<file path="config.mk">
export PLATFORM = sky130hd
export DESIGN_NAME = tmr_cmd_port
export DESIGN_NICKNAME = d
export VERILOG_FILES = /design/src/rtl/tcp_pkg.sv /design/src/rtl/tcp_cmd_dec.sv /design/src/rtl/tcp_chan.sv /design/src/rtl/tmr_cmd_port.sv
export SDC_FILE = /design/constraint.sdc
export NUM_CORES = 1
export LEC_CHECK = 0
export ABC_AREA = 1
export BUFFER_PORTS_ARGS = -buffer_cell sky130_fd_sc_hd__buf_2
export CORE_ASPECT_RATIO = 0.5
export CORE_MARGIN = 10
export CORE_UTILIZATION = 24
export DETAILED_ROUTE_END_ITERATION = 6
export GPL_ROUTABILITY_DRIVEN = 0
export MAX_ROUTING_LAYER = met4
export SLEW_MARGIN = 30
export SYNTH_ARGS = -nofsm -noshare
export SYNTH_HDL_FRONTEND = slang
export SYNTH_SLANG_ARGS = --single-unit
</file>
<file path="constraint.sdc">
create_clock -name clk -period 3.65 [get_ports clk]
set_clock_uncertainty 0.05 [all_clocks]
set_input_delay 0.73 -clock clk [delete_from_list [all_inputs] [get_ports clk]]
set_output_delay 0.73 -clock clk [all_outputs]
set_load 0.01 [all_outputs]
</file>
<file path="src/rtl/tcp_pkg.sv">
package tcp_pkg;
  localparam int BYTE_W = 8;
  localparam int CNT_W  = 2 * BYTE_W;
  localparam int MODE_W = 3;

  typedef enum logic [1:0] {
    ACC_SNAP = 2'b00,
    ACC_LOW  = 2'b01,
    ACC_HIGH = 2'b10,
    ACC_WORD = 2'b11
  } acc_e;

  typedef struct packed {
    logic [1:0]        sel;
    acc_e              acc;
    logic [MODE_W-1:0] mode;
    logic              bcd;
  } cmd_t;
endpackage

</file>
<file path="src/rtl/tcp_cmd_dec.sv">
module tcp_cmd_dec
  import tcp_pkg::*;
#(
  parameter int NCH = 3
) (
  input  logic                  cmd_we,
  input  logic [BYTE_W-1:0]     cmd_byte,
  output logic [NCH-1:0]        set_req,
  output logic [NCH-1:0]        snap_req,
  output acc_e                  acc,
  output logic [MODE_W-1:0]     mode,
  output logic                  bcd
);
  cmd_t c;
  logic grp;

  assign c    = cmd_t'(cmd_byte);
  assign acc  = c.acc;
  assign mode = c.mode;
  assign bcd  = c.bcd;
  // group snapshot: channel field all ones with low-only access code
  assign grp  = (c.sel == 2'b11) && (c.acc == ACC_LOW);

  for (genvar i = 0; i < NCH; i++) begin : g_dec
    assign set_req[i]  = cmd_we && (c.sel == 2'(i)) && (c.acc != ACC_SNAP);
    assign snap_req[i] = cmd_we && (((c.sel == 2'(i)) && (c.acc == ACC_SNAP)) ||
                                    (grp && cmd_byte[i+1]));
  end
endmodule

</file>
<file path="src/rtl/tcp_chan.sv">
module tcp_chan
  import tcp_pkg::*;
(
  input  logic              clk,
  input  logic              rst,
  input  logic              set_req,
  input  logic              snap_req,
  input  acc_e              cfg_acc,
  input  logic [MODE_W-1:0] cfg_mode,
  input  logic              cfg_bcd,
  input  logic              wr_stb,
  input  logic [BYTE_W-1:0] wr_byte,
  input  logic              rd_stb,
  input  logic [CNT_W-1:0]  cnt_live,
  output logic              load_stb,
  output logic [CNT_W-1:0]  init_cnt,
  output acc_e              acc_q,
  output logic [MODE_W-1:0] mode_q,
  output logic              bcd_q,
  output logic [BYTE_W-1:0] rd_byte
);
  logic              wtog, rtog, pend;
  logic [BYTE_W-1:0] lo_hold;
  logic [CNT_W-1:0]  snap, src;

  always_ff @(posedge clk) begin
    if (rst) begin
      load_stb <= 1'b0;
      init_cnt <= '0;
      acc_q    <= ACC_WORD;
      mode_q   <= '0;
      bcd_q    <= 1'b0;
      wtog     <= 1'b0;
      rtog     <= 1'b0;
      pend     <= 1'b0;
      lo_hold  <= '0;
      snap     <= '0;
    end else begin
      load_stb <= 1'b0;
      if (wr_stb) begin
        case (acc_q)
          ACC_LOW: begin
            init_cnt <= {{BYTE_W{1'b0}}, wr_byte};
            load_stb <= 1'b1;
          end
          ACC_HIGH: begin
            init_cnt <= {wr_byte, {BYTE_W{1'b0}}};
            load_stb <= 1'b1;
          end
          ACC_WORD: begin
            if (!wtog) begin
              lo_hold <= wr_byte;
              wtog    <= 1'b1;
            end else begin
              init_cnt <= {wr_byte, lo_hold};
              load_stb <= 1'b1;
              wtog     <= 1'b0;
            end
          end
          default: ;
        endcase
      end
      if (rd_stb) begin
        if (acc_q == ACC_WORD) rtog <= ~rtog;
        if (pend && ((acc_q != ACC_WORD) || rtog)) pend <= 1'b0;
      end
      // configuration comes last so its sequence restart wins
      if (set_req && !pend) begin
        acc_q  <= cfg_acc;
        mode_q <= cfg_mode;
        bcd_q  <= cfg_bcd;
        wtog   <= 1'b0;
        rtog   <= 1'b0;
      end
      if (snap_req && !pend) begin
        snap <= cnt_live;
        pend <= 1'b1;
      end
    end
  end

  assign src = pend ? snap : cnt_live;

  always_comb begin
    case (acc_q)
      ACC_HIGH: rd_byte = src[CNT_W-1:BYTE_W];
      ACC_WORD: rd_byte = rtog ? src[CNT_W-1:BYTE_W] : src[BYTE_W-1:0];
      default:  rd_byte = src[BYTE_W-1:0];
    endcase
  end

  a_r5_no_early_load: assert property (@(posedge clk) disable iff (rst)
    (wr_stb && acc_q == ACC_WORD && !wtog) |=> !load_stb);
  a_r3_low_zero_fill: assert property (@(posedge clk) disable iff (rst)
    (load_stb && acc_q == ACC_LOW) |-> (init_cnt[CNT_W-1:BYTE_W] == '0));
  a_r4_high_zero_fill: assert property (@(posedge clk) disable iff (rst)
    (load_stb && acc_q == ACC_HIGH) |-> (init_cnt[BYTE_W-1:0] == '0));
  a_r8_cfg_frozen: assert property (@(posedge clk) disable iff (rst)
    (pend && set_req) |=> ($stable(mode_q) && $stable(acc_q) && $stable(bcd_q)));
  a_r7_snap_held: assert property (@(posedge clk) disable iff (rst)
    (pend && !rd_stb) |=> (pend && $stable(snap)));
endmodule

</file>
<file path="src/rtl/tmr_cmd_port.sv">
module tmr_cmd_port
  import tcp_pkg::*;
#(
  parameter int NCH = 3,
  parameter int AW  = 2
) (
  input  logic                    clk,
  input  logic                    rst,
  input  logic                    bus_we,
  input  logic                    bus_re,
  input  logic [AW-1:0]           bus_addr,
  input  logic [BYTE_W-1:0]       bus_wdata,
  output logic [BYTE_W-1:0]       bus_rdata,
  input  logic [NCH*CNT_W-1:0]    cnt_live,
  output logic [NCH-1:0]          load_stb,
  output logic [NCH*CNT_W-1:0]    init_cnt,
  output logic [NCH*2-1:0]        ch_acc,
  output logic [NCH*MODE_W-1:0]   ch_mode,
  output logic [NCH-1:0]          ch_bcd
);
  localparam logic [AW-1:0] CMD_ADDR = AW'(NCH);

  logic [NCH-1:0]    set_req, snap_req;
  acc_e              cfg_acc;
  logic [MODE_W-1:0] cfg_mode;
  logic              cfg_bcd;
  logic [BYTE_W-1:0] rd_b [NCH];
  logic [BYTE_W-1:0] rd_sel;

  tcp_cmd_dec #(.NCH(NCH)) u_dec (
    .cmd_we   (bus_we && bus_addr == CMD_ADDR),
    .cmd_byte (bus_wdata),
    .set_req  (set_req),
    .snap_req (snap_req),
    .acc      (cfg_acc),
    .mode     (cfg_mode),
    .bcd      (cfg_bcd)
  );

  for (genvar i = 0; i < NCH; i++) begin : g_ch
    acc_e acc_i;
    tcp_chan u_ch (
      .clk      (clk),
      .rst      (rst),
      .set_req  (set_req[i]),
      .snap_req (snap_req[i]),
      .cfg_acc  (cfg_acc),
      .cfg_mode (cfg_mode),
      .cfg_bcd  (cfg_bcd),
      .wr_stb   (bus_we && bus_addr == AW'(i)),
      .wr_byte  (bus_wdata),
      .rd_stb   (bus_re && bus_addr == AW'(i)),
      .cnt_live (cnt_live[i*CNT_W +: CNT_W]),
      .load_stb (load_stb[i]),
      .init_cnt (init_cnt[i*CNT_W +: CNT_W]),
      .acc_q    (acc_i),
      .mode_q   (ch_mode[i*MODE_W +: MODE_W]),
      .bcd_q    (ch_bcd[i]),
      .rd_byte  (rd_b[i])
    );
    assign ch_acc[i*2 +: 2] = acc_i;
  end

  always_comb begin
    rd_sel = '0;
    for (int i = 0; i < NCH; i++)
      if (bus_addr == AW'(i)) rd_sel = rd_b[i];
  end

  always_ff @(posedge clk) begin
    if (rst) bus_rdata <= '0;
    else if (bus_re) bus_rdata <= rd_sel;
  end

  a_r2_cmd_reads_zero: assert property (@(posedge clk) disable iff (rst)
    (bus_re && bus_addr == CMD_ADDR) |=> (bus_rdata == '0));
endmodule

</file>
# ---- After elaboration in Yosys (flattened, before gate mapping)
# Index checks and enable logic that the tools add are counted.
dict set report totals {
  inputBits 62
  output_inout_bits 77
  elab_cells 176
  regBits 158
}
dict set report classes {
  reduce_logical 78
  bitwise_logic 9
  mux 36
  n_eq_ne 22
}
# op count
set ops {}
lappend ops {{16-bit case mux with 3 select lines} 3}
lappend ops {{16-bit two-way mux} 6}
lappend ops {{8-bit two-way mux} 6}
lappend ops {{8-bit case mux with 2 select lines} 3}
lappend ops {{1-bit logical AND} 32}
lappend ops {{2-bit equality test (second input constant)} 10}
lappend ops {{2-bit AND reduction} 9}
lappend ops {{3-bit AND reduction} 6}
lappend ops {{2-bit OR reduction} 9}
lappend ops {{1-bit two-way mux} 15}
lappend ops {{2-bit nonzero test} 7}
lappend ops {{2-bit by 1-bit equality test with 1-bit output (second input constant)} 6}
lappend ops {{1-bit NOT} 9}
lappend ops {{3-bit nonzero test} 3}
lappend ops {{2-bit logical NOT} 3}
lappend ops {{1-bit logical OR} 6}
lappend ops {{2-bit by 1-bit inequality test with 1-bit output (second input constant)} 3}
lappend ops {{2-bit inequality test (second input constant)} 3}
lappend ops {{1-bit case mux with 2 select lines} 3}
lappend ops {{1-bit logical NOT} 3}

# ---- Depth between registers and ports, before layout
dict set report logic_depth {
  ltp_word 8
  ltp_mapped 11
  ltp_nobuf 11
}

# ---- Modules after synthesis
# Synthesis repeated with hierarchy kept, for this count alone.
dict set report unflattened {
  cells_unflattened 1216
  area_unflattened_um2 7780.0
}
# mod area_per_inst_um2 cells_per_inst instances seq_area_each_um2
set modules_own_cells {}
lappend modules_own_cells {{tcp_chan (g_ch[0].u_ch ...)} 2367.3 366 2 1001.0}
lappend modules_own_cells {{tcp_chan (g_ch[2].u_ch)} 2366.0 366 1 1001.0}
lappend modules_own_cells {tmr_cmd_port 539.3 93 1 160.2}
lappend modules_own_cells {tcp_cmd_dec 140.1 25 1 0.0}

# ---- Least setup slack after synthesis
# No wires, ideal clock.
dict set report synth_path {
  path_kind {input -> register}
  startpoint {input port bus_wdata[5]}
  endpoint {register g_ch[2].u_ch.snap[12]}
  stages 8
  arrival_ps 1705
  slack_ps 1780
  setup_ps 115
  required_ps 3485
  path_buffers 2
  cell_sequence {buf_2 inv_2 nand2_2 o22ai_2 buf_2 nand3_1 nand2_1 nor2_1}
}
dict set report synth_via {
  elab_chain_cells 6
  word_cells_on_any_way 8
  classes_between {eq/ne: 1; reduce/logical: 7}
}
# element line_no
set synth_lines {}
lappend synth_lines {{start: declaration} tmr_cmd_port.sv:12} ;# input logic [BYTE_W-1:0] bus_wdata,
lappend synth_lines {{2-bit by 1-bit equality test with 1-bit output} tcp_cmd_dec.sv:22} ;# assign grp = (c.sel == 2'b11) && (c.acc == ACC_LOW);
lappend synth_lines {{1-bit logical AND} tcp_cmd_dec.sv:22}
lappend synth_lines {{1-bit logical AND} tcp_cmd_dec.sv:27} ;# (grp && cmd_byte[i+1]));
lappend synth_lines {{1-bit logical OR *} tcp_cmd_dec.sv:26} ;# assign snap_req[i] = cmd_we && (((c.sel == 2'(i)) && (c.acc == ACC_SNAP)) ||
lappend synth_lines {{1-bit logical AND *} tcp_cmd_dec.sv:26}
lappend synth_lines {{1-bit logical AND *} tcp_chan.sv:75} ;# if (snap_req && !pend) begin
lappend synth_lines {{end signal: assignment} tcp_chan.sv:76} ;# snap <= cnt_live;
lappend synth_lines {{end: declaration} tcp_chan.sv:24} ;# logic [CNT_W-1:0] snap, src;
# Mark *: on every way between the ends. The rest lies on a longest branch, timed or not.
# A chain may end at the register's enable or synchronous reset.

# ---- Worst setup path in the final report
dict set report layout_path {
  startpoint {register g_ch[2].u_ch.acc_q[1]}
  endpoint {register bus_rdata[5]}
}
dict set report layout_via {
  elab_chain_cells 3
  word_cells_on_any_way 4
  classes_between {eq/ne: 2; mux: 2}
}
# element line_no
set layout_lines {}
lappend layout_lines {{start: declaration} tcp_chan.sv:17} ;# output acc_e acc_q,
lappend layout_lines {{start signal: assignment} tcp_chan.sv:69} ;# acc_q <= cfg_acc;
lappend layout_lines {{2-bit equality test} tcp_chan.sv:85} ;# case (acc_q)
lappend layout_lines {{8-bit case mux with 2 select lines *} tcp_chan.sv:85}
lappend layout_lines {{8-bit two-way mux *} tmr_cmd_port.sv:67} ;# if (bus_addr == AW'(i)) rd_sel = rd_b[i];
lappend layout_lines {{end signal: assignment} tmr_cmd_port.sv:72} ;# else if (bus_re) bus_rdata <= rd_sel;
lappend layout_lines {{end: declaration} tmr_cmd_port.sv:13} ;# output logic [BYTE_W-1:0] bus_rdata,
# Marked as above.

==> run_results.csv <==
group,metric,value,unit
setup_path,startpoint_type,"register",
sta,fin_crit_sh,65.4,%
clock_network,numCtsBuffers,17,
power,ir_drop,0.327,mV
final_layout,final_nets,1289,
logic_synthesis,async_flop_share,0,%
clock_network,tritoncts,"built",
setup_path,crit_arrival,2640,ps
logic_synthesis,synth_top_family_by_area,"simple AND/OR/NAND/NOR gates",
logic_synthesis,synth_xor_area_share,0.352,%
clock_network,cts-root-buf,"clkbuf_16",
hold_path,hold_class,"register to register",
clock_network,hold_buffers,0,
global_routing,grt_pass1_wl,36500,µm
clock_network,cts_resized,0,
routing,vias,7175,
clock_network,clock_latency,430,ps
logic_synthesis,netlist_area,7460,µm²
routing,ant_nets,0,
setup_path,path_max_fanout,14,
final_layout,syn2layout_area_growth,20.9,%
logic_synthesis,yosysWarnings,0,
placement,place_area,8430,µm²
routing,drcViolationCount,0,
logic_synthesis,syn_nets,1192,
setup_path,end_kind,"register",
sta,fin_crit,2390,ps
global_routing,track_usage,11.9,%
floorplanning,fp.dieW,269,µm
routing,drt_first_iter_violations,477,
final_layout,final_layout_size_suffix_gt1_share,17.8,%
routing,wirelength,23200,µm
routing,routedWlPerCell,14.0,µm
sta,rsz0062_at_grt,"no",
final_layout,final_cell_count_no_fill,1654,
placement,dpl_worst_slack,1040,ps
logic_synthesis,synth_simple_gate_area_share,30.4,%
routing,via_per_inst,4.34,
sta,slew_viol_final,0,
sta,setup-violations-final,0,
global_routing,grt_pass1_vias,6653,
sta,fmax,0.419,GHz
logic_synthesis,synth_compound_area_share,16.0,%
sta,whs,393,ps
job,cap_viol_max_count,0,
final_layout,finalCoreUtilization,29.6,%
logic_synthesis,yosysUniqueCellTypes,34,
global_routing,antenna_found_initial,1,
sta,finalWorstSetupSlack,1260,ps
power,powerDensity,439,nW/µm²
logic_synthesis,yosys_register_bits,158,
routing,first_pass_iters,5,
logic_synthesis,synthCells,1120,
clock_network,cts.clk_slew.worst_paths,60,ps
sta,slew-limit-headroom,43.4,%
floorplanning,fp-row-count,45,
run_status,status,"complete, no violations",
global_routing,grt_start_max_net_pins,112,
logic_synthesis,avgSynthCellArea,6.66,µm²
logic_synthesis,synth-adder-area-share,1.68,%
floorplanning,pin_count,139,
logic_synthesis,yosysTopAreaCell,"dfxtp_1",
placement,dpl.hpwl,16600,µm
logic_synthesis,yosys-top-cells-area,"dfxtp_1, nand2_1, nor2_1",
clock_network,cts_buffer_depth,2,
power,total_power,3.96,mW
logic_synthesis,synth-main-ff-cell,"dfxtp_1",
logic_synthesis,synth_edf_count,0,
clock_network,postCtsSetupBuffers,0,
setup_path,crit_type,"register to register",
floorplanning,core_area,30500,µm²
logic_synthesis,ys_seq_area_share,42.4,%
global_routing,grt_overflow_total,0,
placement,port_buffers,138,
final_layout,fin_area,9020,µm²
floorplanning,die-area,39000,µm²
clock_network,cts_htree_levels,4,
setup_path,cp.required,3900,ps
sta,hold_viol_final,0,
logic_synthesis,synth_top_area_share,42.4,%
power,leakage,4.19,nW
floorplanning,die_height,145,µm
sta,worstMarginPinSlew,846,ps
clock_network,numClockSinks,158,
placement,placedCellCount,1621,
logic_synthesis,synth.area.mux_share,0,%
sta,setup_tns,0,ps
floorplanning,initial_utilization,24.5,%
[placed cells by master (no fill, tap or decap), types with 2 or more instances in the layout]
master	n
ha_1	10
a211oi_1	2
buf_2	138
xor2_1	3
a22oi_1	9
clkinv_4	3
nand3_1	64
inv_2	24
buf_4	6
o211ai_1	3
clkinvlp_4	2
inv_1	73
a21oi_1	85
o21ai_1	56
clkbuf_16	17
clkinv_2	3
bufinv_16	2
nor2_4	4
a31oi_1	7
nand2_2	5
nor2_2	3
nand3b_1	2
dfxtp_1	157
inv_6	5
o21ai_0	58
nor2_1	150
nand2_1	324
nor4_1	3
[area by class of cell]
class | count | area, µm²
Fill cell | 3398 | 21400
Sequential cell | 158 | 3160
Multi-Input combinational cell | 798 | 3620
Antenna cell | 1 | 2.50
Clock inverter | 15 | 160
Tap cell | 423 | 529
Clock buffer | 17 | 425
Inverter | 97 | 364
Timing Repair Buffer | 145 | 756
[critical path, cell delays in order (launching register included)]
cell and delay, ps:
dfxtp_1 370, ha_1 610, inv_2 90, nand2_1 320
nand2_1 290, nand2_1 140, nand2_1 60, nand2_1 130
nand2_1 70, nor2_1 90, nor2_1 40
[final timing paths]
path	start	end	slack (ps)	cells past startpoint
setup / recovery	g_ch[2].u_ch.acc_q[1]$_SDFFE_PP1P_	bus_rdata[5]$_SDFFE_PP0P_	1260	10
hold / removal	g_ch[1].u_ch.mode_q[1]$_SDFFE_PP0P_	g_ch[1].u_ch.mode_q[1]$_SDFFE_PP0P_	390	2
setup reg to reg	g_ch[2].u_ch.acc_q[1]$_SDFFE_PP1P_	bus_rdata[5]$_SDFFE_PP0P_	1260	10
hold reg to reg	g_ch[1].u_ch.mode_q[1]$_SDFFE_PP0P_	g_ch[1].u_ch.mode_q[1]$_SDFFE_PP0P_	390	2
[cells in the mapped netlist, types with 2 or more instances]
cell type / instances
a211oi_1: 2
a21oi_1: 85
a22oi_1: 9
a31oi_1: 7
buf_1: 5
buf_2: 24
buf_4: 10
clkbuf_1: 28
dfxtp_1: 158
ha_1: 10
inv_1: 73
inv_2: 24
nand2_1: 325
nand2_2: 4
nand3_1: 64
nand3b_1: 2
nor2_1: 150
nor2_2: 3
nor2_4: 4
nor4_1: 3
o211ai_1: 3
o21ai_0: 58
o21ai_1: 56
xor2_1: 3
[power by group]
part	internal, mW	leakage [nW]	switching (mW)
Sequential	1.76	1.28	0.0257
Clock	1.02	0.285	0.772
Combinational	0.125	2.63	0.257
Total	2.91	4.19	1.05
[metal layers]
| layer | vias up | track usage (%) | wire length [µm] |
|---|---|---|---|
| met5 | - | - | 0 |
| met4 | 0 | 3.68 | 403 |
| met3 | 21 | 2.28 | 905 |
| met2 | 146 | 21.0 | 11700 |
| met1 | 3235 | 13.7 | 10100 |
| li1 | 3773 | - | - |
[cells by family after synthesis]
| logic type | count (synthesis) |
|---|---|
| buffers and inverters | 164 |
| XOR/XNOR | 3 |
| adder cells (fa/ha/maj) | 10 |
| flip-flops | 158 |
| AO/OA/AOI/OAI | 225 |
| AND/OR/NAND/NOR | 560 |
[registers in the layout, indices dropped and copies added (netlist names)]
name and flops:
g_ch.u_ch.init_cnt 48, g_ch.u_ch.acc_q 6, g_ch.u_ch.mode_q 9, g_ch.u_ch.pend 3
g_ch.u_ch.lo_hold 24, g_ch.u_ch.load_stb 3, g_ch.u_ch.bcd_q 3, g_ch.u_ch.snap 48
g_ch.u_ch.rtog 3, bus_rdata 8, g_ch.u_ch.wtog 3
(Power assumes the default switching activity.)
